$ cat config.mk
export PLATFORM = sky130hd
export DESIGN_NAME = dma_regfile
export DESIGN_NICKNAME = d
export VERILOG_FILES = /design/src/rtl/dmareg_pkg.sv /design/src/rtl/dmareg_decode.sv /design/src/rtl/dmareg_chan.sv /design/src/rtl/dma_regfile.sv
export SDC_FILE = /design/constraint.sdc
export NUM_CORES = 1
export LEC_CHECK = 0
export ABC_CLOCK_PERIOD_IN_PS = 2200
export BUFFER_PORTS_ARGS = -buffer_cell sky130_fd_sc_hd__buf_4
export CAP_MARGIN = 20
export CORE_MARGIN = 1
export CORE_UTILIZATION = 35
export DETAILED_ROUTE_END_ITERATION = 7
export PLACE_DENSITY = 0.62
export SLEW_MARGIN = 20
export SYNTH_ARGS = -nofsm -noshare
export SYNTH_HDL_FRONTEND = slang
export SYNTH_SLANG_ARGS = --single-unit
$ cat constraint.sdc
create_clock -name clk -period 2.2 [get_ports clk]
set_clock_uncertainty 0.05 [all_clocks]
set_input_delay 0.33 -clock clk [delete_from_list [all_inputs] [get_ports clk]]
set_output_delay 0.33 -clock clk [all_outputs]
set_load 0.03 [all_outputs]
$ cat src/rtl/dmareg_pkg.sv
package dmareg_pkg;
    localparam int CH_N   = 4;
    localparam int CH_W   = $clog2(CH_N);
    localparam int BYTE_W = 8;
    localparam int WORD_W = 2 * BYTE_W;
    localparam int MODE_W = 6;

    typedef enum logic [3:0] {
        OP_NONE, OP_ADDR, OP_CNT, OP_STAT_CMD, OP_REQ, OP_MASK_ONE, OP_MODE,
        OP_FF_CLR, OP_MCLR, OP_MASK_CLR, OP_MASK_ALL, OP_PAGE
    } op_e;

    typedef struct packed {
        op_e             op;
        logic [CH_W-1:0] ch;
    } port_sel_t;

    typedef struct packed {
        logic [1:0] kind;
        logic       addr_dec;
        logic       auto_init;
        logic [1:0] xfer;
    } chan_mode_t;

    typedef struct packed {
        logic [WORD_W-1:0] base_addr;
        logic [WORD_W-1:0] cur_addr;
        logic [WORD_W-1:0] base_cnt;
        logic [WORD_W-1:0] cur_cnt;
        logic [BYTE_W-1:0] page;
        chan_mode_t        mode;
    } chan_regs_t;

    typedef struct packed {
        logic              ff;
        logic [CH_N-1:0]   mask;
        logic [CH_N-1:0]   req;
        logic [CH_N-1:0]   tc;
        logic [BYTE_W-1:0] cmd;
        logic [BYTE_W-1:0] rdata;
    } ctl_t;
endpackage

$ cat src/rtl/dmareg_decode.sv
module dmareg_decode
    import dmareg_pkg::*;
(
    input  logic [BYTE_W-1:0] addr_i,
    output port_sel_t         sel_o
);
    always_comb begin
        sel_o.op = OP_NONE;
        sel_o.ch = '0;
        if (addr_i[BYTE_W-1:3] == '0) begin
            sel_o.op = addr_i[0] ? OP_CNT : OP_ADDR;
            sel_o.ch = addr_i[CH_W:1];
        end else begin
            case (addr_i)
                8'h08: sel_o.op = OP_STAT_CMD;
                8'h09: sel_o.op = OP_REQ;
                8'h0A: sel_o.op = OP_MASK_ONE;
                8'h0B: sel_o.op = OP_MODE;
                8'h0C: sel_o.op = OP_FF_CLR;
                8'h0D: sel_o.op = OP_MCLR;
                8'h0E: sel_o.op = OP_MASK_CLR;
                8'h0F: sel_o.op = OP_MASK_ALL;
                // non-linear page port order
                8'h87: begin sel_o.op = OP_PAGE; sel_o.ch = 2'd0; end
                8'h83: begin sel_o.op = OP_PAGE; sel_o.ch = 2'd1; end
                8'h81: begin sel_o.op = OP_PAGE; sel_o.ch = 2'd2; end
                8'h82: begin sel_o.op = OP_PAGE; sel_o.ch = 2'd3; end
                default: sel_o.op = OP_NONE;
            endcase
        end
    end
endmodule

$ cat src/rtl/dmareg_chan.sv
module dmareg_chan
    import dmareg_pkg::*;
(
    input  logic              clk,
    input  logic              rst_n,
    input  logic              addr_we,
    input  logic              cnt_we,
    input  logic              hi_byte,
    input  logic              page_we,
    input  logic              mode_we,
    input  logic [BYTE_W-1:0] wdata_i,
    output chan_regs_t        regs_o
);
    chan_regs_t r_d, r_q;

    always_comb begin
        r_d = r_q;
        if (addr_we) begin
            if (!hi_byte) begin
                r_d.base_addr = {{BYTE_W{1'b0}}, wdata_i};
                r_d.cur_addr  = {{BYTE_W{1'b0}}, wdata_i};
            end else begin
                r_d.base_addr = r_q.base_addr | {wdata_i, {BYTE_W{1'b0}}};
                r_d.cur_addr  = r_q.cur_addr  | {wdata_i, {BYTE_W{1'b0}}};
            end
        end
        if (cnt_we) begin
            if (!hi_byte) begin
                r_d.base_cnt = {{BYTE_W{1'b0}}, wdata_i};
                r_d.cur_cnt  = {{BYTE_W{1'b0}}, wdata_i};
            end else begin
                r_d.base_cnt = r_q.base_cnt | {wdata_i, {BYTE_W{1'b0}}};
                r_d.cur_cnt  = r_q.cur_cnt  | {wdata_i, {BYTE_W{1'b0}}};
            end
        end
        if (page_we) r_d.page = wdata_i;
        if (mode_we) begin
            r_d.mode.kind      = wdata_i[7:6];
            r_d.mode.addr_dec  = wdata_i[5];
            r_d.mode.auto_init = wdata_i[4];
            r_d.mode.xfer      = wdata_i[3:2];
        end
    end

    always_ff @(posedge clk) begin
        if (!rst_n) r_q <= '0;
        else        r_q <= r_d;
    end

    assign regs_o = r_q;


    lo_load_chk: assert property (@(posedge clk) disable iff (!rst_n)
        (addr_we && !hi_byte) |=> (regs_o.cur_addr == {8'h00, $past(wdata_i)}
                                   && regs_o.base_addr == {8'h00, $past(wdata_i)}));

    hi_or_chk: assert property (@(posedge clk) disable iff (!rst_n)
        (cnt_we && hi_byte) |=> (regs_o.cur_cnt[15:8] ==
                                 ($past(regs_o.cur_cnt[15:8]) | $past(wdata_i))));
endmodule

$ cat src/rtl/dma_regfile.sv
module dma_regfile
    import dmareg_pkg::*;
(
    input  logic                     clk,
    input  logic                     rst_n,
    input  logic                     host_wr,
    input  logic                     host_rd,
    input  logic [BYTE_W-1:0]        host_addr,
    input  logic [BYTE_W-1:0]        host_wdata,
    output logic [BYTE_W-1:0]        host_rdata,
    input  logic [CH_N-1:0]          eng_req_set,
    input  logic [CH_N-1:0]          eng_req_clr,
    input  logic [CH_N-1:0]          eng_tc_set,
    output logic [CH_N-1:0]          mask_o,
    output logic [BYTE_W-1:0]        cmd_o,
    output logic [CH_N*WORD_W-1:0]   base_addr_o,
    output logic [CH_N*WORD_W-1:0]   cur_addr_o,
    output logic [CH_N*WORD_W-1:0]   base_cnt_o,
    output logic [CH_N*WORD_W-1:0]   cur_cnt_o,
    output logic [CH_N*BYTE_W-1:0]   page_o,
    output logic [CH_N*MODE_W-1:0]   mode_o
);
    port_sel_t  sel;
    chan_regs_t regs [CH_N];
    ctl_t       c_d, c_q;
    logic       rd_act;
    logic [CH_W-1:0] vch;
    logic [BYTE_W-1:0] rd_byte;

    dmareg_decode u_dec (.addr_i(host_addr), .sel_o(sel));

    assign rd_act = host_rd && !host_wr;
    assign vch    = host_wdata[CH_W-1:0];

    for (genvar g = 0; g < CH_N; g++) begin : g_ch
        dmareg_chan u_chan (
            .clk     (clk),
            .rst_n   (rst_n),
            .addr_we (host_wr && sel.op == OP_ADDR && sel.ch == g),
            .cnt_we  (host_wr && sel.op == OP_CNT  && sel.ch == g),
            .hi_byte (c_q.ff),
            .page_we (host_wr && sel.op == OP_PAGE && sel.ch == g),
            .mode_we (host_wr && sel.op == OP_MODE && vch == g),
            .wdata_i (host_wdata),
            .regs_o  (regs[g])
        );
        assign base_addr_o[g*WORD_W +: WORD_W] = regs[g].base_addr;
        assign cur_addr_o [g*WORD_W +: WORD_W] = regs[g].cur_addr;
        assign base_cnt_o [g*WORD_W +: WORD_W] = regs[g].base_cnt;
        assign cur_cnt_o  [g*WORD_W +: WORD_W] = regs[g].cur_cnt;
        assign page_o     [g*BYTE_W +: BYTE_W] = regs[g].page;
        assign mode_o     [g*MODE_W +: MODE_W] = regs[g].mode;
    end

    always_comb begin
        case (sel.op)
            OP_ADDR:     rd_byte = c_q.ff ? regs[sel.ch].cur_addr[15:8] : regs[sel.ch].cur_addr[7:0];
            OP_CNT:      rd_byte = c_q.ff ? regs[sel.ch].cur_cnt[15:8]  : regs[sel.ch].cur_cnt[7:0];
            OP_STAT_CMD: rd_byte = {c_q.req, c_q.tc};
            OP_PAGE:     rd_byte = regs[sel.ch].page;
            default:     rd_byte = '1;
        endcase
    end

    always_comb begin
        c_d = c_q;
        if (host_wr) begin
            case (sel.op)
                OP_ADDR, OP_CNT: c_d.ff = ~c_q.ff;
                OP_STAT_CMD:     c_d.cmd = host_wdata;
                OP_REQ:          if (!host_wdata[2]) c_d.req[vch] = 1'b0;
                OP_MASK_ONE:     c_d.mask[vch] = host_wdata[2];
                OP_FF_CLR:       c_d.ff = 1'b0;
                OP_MASK_CLR:     c_d.mask = '0;
                OP_MASK_ALL:     c_d.mask = host_wdata[CH_N-1:0];
                default: ;
            endcase
        end
        if (rd_act) begin
            c_d.rdata = rd_byte;
            if (sel.op == OP_ADDR || sel.op == OP_CNT) c_d.ff = ~c_q.ff;
            if (sel.op == OP_STAT_CMD) c_d.tc = '0;
        end
        c_d.req = (c_d.req & ~eng_req_clr) | eng_req_set;
        c_d.tc  = c_d.tc | eng_tc_set;
        if (host_wr && sel.op == OP_MCLR) begin
            c_d.mask = '1;
            c_d.cmd  = '0;
            c_d.req  = '0;
            c_d.tc   = '0;
            c_d.ff   = 1'b0;
        end
    end

    always_ff @(posedge clk) begin
        if (!rst_n) begin
            c_q       <= '0;
            c_q.mask  <= '1;
        end else begin
            c_q <= c_d;
        end
    end

    assign host_rdata = c_q.rdata;
    assign mask_o     = c_q.mask;
    assign cmd_o      = c_q.cmd;


    ptr_flip_chk: assert property (@(posedge clk) disable iff (!rst_n)
        (host_wr && (sel.op == OP_ADDR || sel.op == OP_CNT)) |=> (c_q.ff != $past(c_q.ff)));

    stat_rd_chk: assert property (@(posedge clk) disable iff (!rst_n)
        (rd_act && sel.op == OP_STAT_CMD && eng_tc_set == '0)
            |=> (host_rdata == {$past(c_q.req), $past(c_q.tc)} && c_q.tc == '0));

    mask_clr_chk: assert property (@(posedge clk) disable iff (!rst_n)
        (host_wr && host_addr == 8'h0E) |=> (mask_o == '0));

    mclr_chk: assert property (@(posedge clk) disable iff (!rst_n)
        (host_wr && host_addr == 8'h0D) |=> (mask_o == '1 && cmd_o == '0 && !c_q.ff));

    unmapped_rd_chk: assert property (@(posedge clk) disable iff (!rst_n)
        (rd_act && sel.op == OP_NONE) |=> (host_rdata == 8'hFF));
endmodule

# Word-level counts from Yosys, hierarchy flattened
# Index checks and enable logic that the tools add are counted.
totals:
  register_bits: 341
  latchBits: 0
  mem_bits_rw: 0
  rom_bits: 0
  inputBits: 32
  memories: 0
op_classes:
  addsub: 0
  multipliers: 0
  div: 0
  n_lt_le_gt_ge: 3
  eq_ne: 29
  shift: 0
  mux: 30
  n_bitwise: 25
  n_reduce_logical: 34
ops:
  columns: ["op", "n"]
  rows:
  - ["$mux W32", 8]
  - ["$or A16 B16 Y16", 16]
  - ["$bmux W78 S2", 1]
  - ["$mux W62", 2]
  - ["$eq A8 B4 Y1 const B", 8]
  - ["$pmux W4 S9", 1]
  - ["$eq A8 B8 Y1 const B", 4]
  - ["$pmux W8 S4", 1]
  - ["$logic_and A1 B1 Y1", 23]
  - ["$eq A4 B3 Y1 const B", 4]
  - ["$eq A4 B4 Y1 const B", 4]
  - ["$mux W4", 4]
  - ["$mux W8", 2]
  - ["$pmux W4 S3", 1]
  - ["$mux W9", 1]
  - ["$and A4 B4 Y4", 2]
  - ["$eq A2 B2 Y1 const B", 4]
  - ["$eq A4 B2 Y1 const B", 2]
  - ["$not A4 Y4", 2]
  - ["$or A4 B4 Y4", 2]
  - ["$mux W6", 1]
  - ["$pmux W2 S3", 1]
  - ["$logic_not A5 Y1", 1]
  - ["$bwmux W4", 1]
  - ["18 further kinds", 25]

# Longest topological paths before layout
logic_depth:
  ltp_word: 11
  mapped_depth: 10
  depth_no_buf: 6

# By module
# A second synthesis with hierarchy kept.
unflattened:
  hier_cells: 1318
  hier_area_um2: 13505.5
by_module_without_submodules:
  columns: ["mod", "n_inst", "cells_each", "area_each_um2"]
  rows:
  - ["dmareg_chan", 4, 232, 2576.2]
  - ["dma_regfile", 1, 359, 3010.4]
  - ["dmareg_decode", 1, 31, 190.2]

# Worst setup path before layout
# No wires, ideal clock.
synth_timing:
  kind: "input to register"
  start: "input port host_addr[1]"
  end: "register c_q (netlist bit host_rdata[2])"
  t_arrival_ns: 2.063
  required_ns: 2.020
  path_slack_ns: -0.043
  path_stages: 8
  cell_sequence: "buf_2 xnor2_1 o21bai_1 buf_2 mux2i_1 nor2_1 a2111oi_0 a21oi_1"
synth_via:
  elab_chain_len: 9
synth_lines:
  columns: ["item", "line_no", "rtl"]
  rows:
  - ["start: declaration", "dma_regfile.sv:8", "input logic [BYTE_W-1:0] host_addr,"]
  - ["$eq A8 B8 Y1", "dmareg_decode.sv:14", "case (addr_i)"]
  - ["$pmux W2 S3", "dmareg_decode.sv:14", null]
  - ["$mux W6 *", "dmareg_decode.sv:10", "if (addr_i[BYTE_W-1:3] == '0) begin"]
  - ["$not A2 Y3 (implied by the code)", "dma_regfile.sv:57, dma_regfile.sv:58, dma_regfile.sv:60", null]
  - ["$bmux W78 S2", "dma_regfile.sv:57, dma_regfile.sv:58, dma_regfile.sv:60", null]
  - ["$mux W62 (implied by the code) (2 in a row)", "dma_regfile.sv:60", "OP_PAGE: rd_byte = regs[sel.ch].page;"]
  - ["$mux W8 (on tied branches)", "dma_regfile.sv:58, dma_regfile.sv:57", null]
  - ["$pmux W8 S4 *", "dma_regfile.sv:56", "case (sel.op)"]
  - ["end: declaration", "dma_regfile.sv:25", "ctl_t c_d, c_q;"]
# Mark *: on every way between the ends. The rest lies on a longest branch, timed or not. The select of a mux whose other input is x is not followed.
# A chain may end at the register's enable or synchronous reset.

# Worst setup path after layout
layout_timing:
  start: "register c_q[28] in the netlist's numbering"
  end: "register c_q (netlist bit host_rdata[1])"
layout_via:
  elab_chain_len: 2
layout_lines:
  columns: ["item", "line_no"]
  rows:
  - ["$mux W8 (on tied branches)", "dma_regfile.sv:58, dma_regfile.sv:57"]
  - ["$pmux W8 S4 *", "dma_regfile.sv:56"]
# Mark *: on every way between the ends. The rest lies on a longest branch, timed or not.

==> summary.md <==
| Metric | Value |
|---|---|
| Setup repair bufs after CTS | `0` |
| Post-layout util | `0.497` |
| Syn nets | `1,397` |
| Die width | `between 150 and 200 µm` |
| Largest stage delay on the critical path | `620 ps` |
| Most frequent cells in the layout | `buf_4, dfxtp_1, nor2_1` |
| Gr usage total | `0.255` |
| Hold Worst Slack | `41.2 ps` |
| Fmax | `0.486 GHz` |
| Max-slew headroom at the worst pin | `0.599` |
| Initial core utilization | `0.356` |
| Worst Tran Pin Value | `601 ps` |
| Final Cycle Share | `0.936` |
| Die footprint | `about 35,000 µm²` |
| Vias post-DR | `11,300` |
| Startpoint Class | `flip-flop` |
| CTS tree | `built` |
| H-tree depth | `1` |
| Largest cells by area after synthesis | `dfxtp_1, mux2i_1, a21oi_1, nor2b_1, nor2_1` |
| N_diodes | `0` |
| Crit. End Element | `flip-flop` |
| Max-cap viol count | `0` |
| Vias in the first global route | `10,900` |
| Final nets | `approximately 1,800` |
| Area share of the largest cell type after synthesis | `0.464` |
| Kind of critical path | `reg -> reg` |
| CTS buffer count | `31` |
| Final hold vios | `0` |
| Final Max Tran Viols | `0` |
| Overflow after GRT | `0` |
| Crit Path Max Fanout | `11` |
| Multi-input gate area | `5360 µm²` |
| Share of layout cells above drive strength 1 | `0.329` |
| # IOs | `364` |
| WP data required | `2670 ps` |
| Synthesized area per cell | `between 8 and 9 µm²` |
| Root Driver | `clkbuf_16` |
| Core Rows | `67` |
| RePlAce Congestion | `roughly 0.95` |
| Final min period | `2060 ps` |
| Synth Cell Area | `12,000 µm²` |
| Die H | `187 µm` |
| Power Total | `11.1 mW` |
| Final setup violation count | `0` |
| CTS Sinks | `277` |
| Area after DPL | `15,600 µm²` |
| Unrepaired setup endpoints after global routing | `no` |
| Cells after Synth | `1,365` |
| Power Density | `662 nW/µm²` |
| Core Region | `33,600 µm²` |
| Clk buf depth | `3` |
| IO Port Bufs | `363` |
| Register Area | `between 5000 and 6000 µm²` |
| Initial DRC Count | `about 670` |
| Main synth FF type | `dfxtp_1` |
| Clock slew at reported path FFs | `60 ps` |
| Status | `completed` |
| HPWL Detailed | `32,900 µm` |
| First-pass GRT wire length | `between 60,000 and 70,000 µm` |
| Worst path cell trace | `and4b_1 -> o221ai_1 -> a21oi_1 -> nor3_1 -> buf_4 -> a31oi_1` |
| Leading cell type in the layout, fill and taps excluded | `buf_4` |
| Final wirelength | `roughly 46,000 µm` |
| Finished Layout Cells | `around 2,200` |
| Slowest CP cell | `dfxtp_1` |
| Detail Route Antenna Nets | `0` |
| Clock latency on the worst-skew pair | `580 ps` |
| Crit path DAT | `about 2500 ps` |
| Synth Register Bits | `277` |
| FFs w/ async S/R, synth | `0` |
| Worst vdd ir | `0.567 mV` |
| Filler cells | `3,196` |
| Vias per inst | `5.16` |
| Resize count post-CTS | `0` |
| Pleak | `approximately 7.0 nW` |
| Area grow syn2layout | `39.7%` |
| Yosys cell types | `60` |
| # DRC | `0` |
| Hold/Removal Path Class | `in -> reg` |
| EDFF count, synth | `0` |
| Drt first pass iters | `5` |
| Ys Warns | `0` |
| Largest net degree at the start of global routing | `just over 60` |
| Antenna violations before repair | `0` |
| Wire per inst | `21.0 µm` |
| Setup slack, reg-to-reg | `140 ps` |
| Largest area contributor in the netlist | `dfxtp_1` |
| Final Instance Area | `16,700 µm²` |
| # placed instances | `roughly 2,100` |
| Register area share after synthesis | `0.464` |
[final timing paths]
check	from	cells past startpoint	to
worst min register to register	cmd_o[6]	2	cmd_o[6]
worst max-delay path	c_q[28]	6	host_rdata[1]
worst min-delay path	eng_req_clr[3]	4	c_q[23]
worst max register to register	c_q[28]	6	host_rdata[1]
[area by class of cell]
class | count | share of cell area
Clock buffer | 45 | 0.0526
Clock inverter | 12 | 0.00929
Inverter | 7 | 0.00157
Multi-Input combinational cell | 893 | 0.321
Sequential cell | 277 | 0.332
Tap cell | 448 | 0.0336
Timing Repair Buffer | 509 | 0.250
[registers in the layout (all words and copies together), names as in the netlist, named ones only]
| name | cells |
|---|---|
| host_rdata | 8 |
| g_ch.u_chan.regs_o | 248 |
| cmd_o | 8 |
| c_q | 9 |
[power breakdown]
| part | internal [mW] | total [mW] | switching, mW | leakage, nW |
|---|---|---|---|---|
| registers | 5.04 | 5.06 | 0.0195 | 2.23 |
| logic | 0.299 | 0.765 | 0.466 | 4.23 |
| clock network | 3.12 | 5.24 | 2.12 | 0.505 |
| total | 8.46 | 11.1 | 2.60 | 6.97 |
[layer usage]
layer / vias up / wire (µm) / global-route usage
li1: 5326 / - / -
met2: 477 / 21500 / 0.420
met5: - / 0 / 0
met1: 5419 / 19300 / 0.330
met3: 82 / 3600 / 0.0544
met4: 0 / 1470 / 0.0854
[repair_timing]
action / 4_1_cts / 5_1_grt
hold endpoints to repair: 8 / 0
hold buffers: 8 / 0
setup endpoints to repair: 0 / 0
[cells in the mapped netlist, types with 3 or more instances]
| cell | instances |
|---|---|
| nor2_2 | 6 |
| nor3_2 | 4 |
| nand3_1 | 10 |
| a21boi_0 | 23 |
| nand4_1 | 4 |
| o21ai_0 | 27 |
| o211ai_1 | 12 |
| and4_1 | 3 |
| buf_2 | 23 |
| mux2i_1 | 113 |
| or3_1 | 7 |
| o221ai_1 | 11 |
| nor4_1 | 15 |
| o32ai_1 | 4 |
| clkbuf_1 | 77 |
| and3_1 | 8 |
| nand2_1 | 87 |
| buf_4 | 84 |
| a2111oi_0 | 3 |
| o22ai_1 | 27 |
| nand2b_1 | 13 |
| buf_1 | 4 |
| a2bb2oi_1 | 4 |
| nor2_1 | 178 |
| o22a_1 | 4 |
| dfxtp_1 | 277 |
| a21oi_1 | 150 |
| inv_1 | 7 |
| nor3_1 | 17 |
| nor2b_1 | 107 |
| a31oi_1 | 11 |
[cells by family after synthesis]
logic type,Yosys count,synth area share
buf+inv,195,0.0900
xor+xnor,2,0.00146
compound gates,297,0.149
mux,114,0.0955
simple gates,480,0.200
flops,277,0.464
[through the flow]
stage | worst slack [ps] | setup TNS [ps]
floorplan | 1.09 | 0
global placement | -389 | -5640
detailed placement | -372 | -6920
CTS | 178 | 0
global route | 49.6 | 0
finish | 141 | 0
[worst max-delay path: cells and delay by family, from the launching register on]
kind | cells | cell delay (ps)
compound gates | 3 | 620
simple gates | 2 | 530
buf+inv | 1 | 170
flops | 1 | 620
No activity file was read; power rests on OpenSTA's default activity.
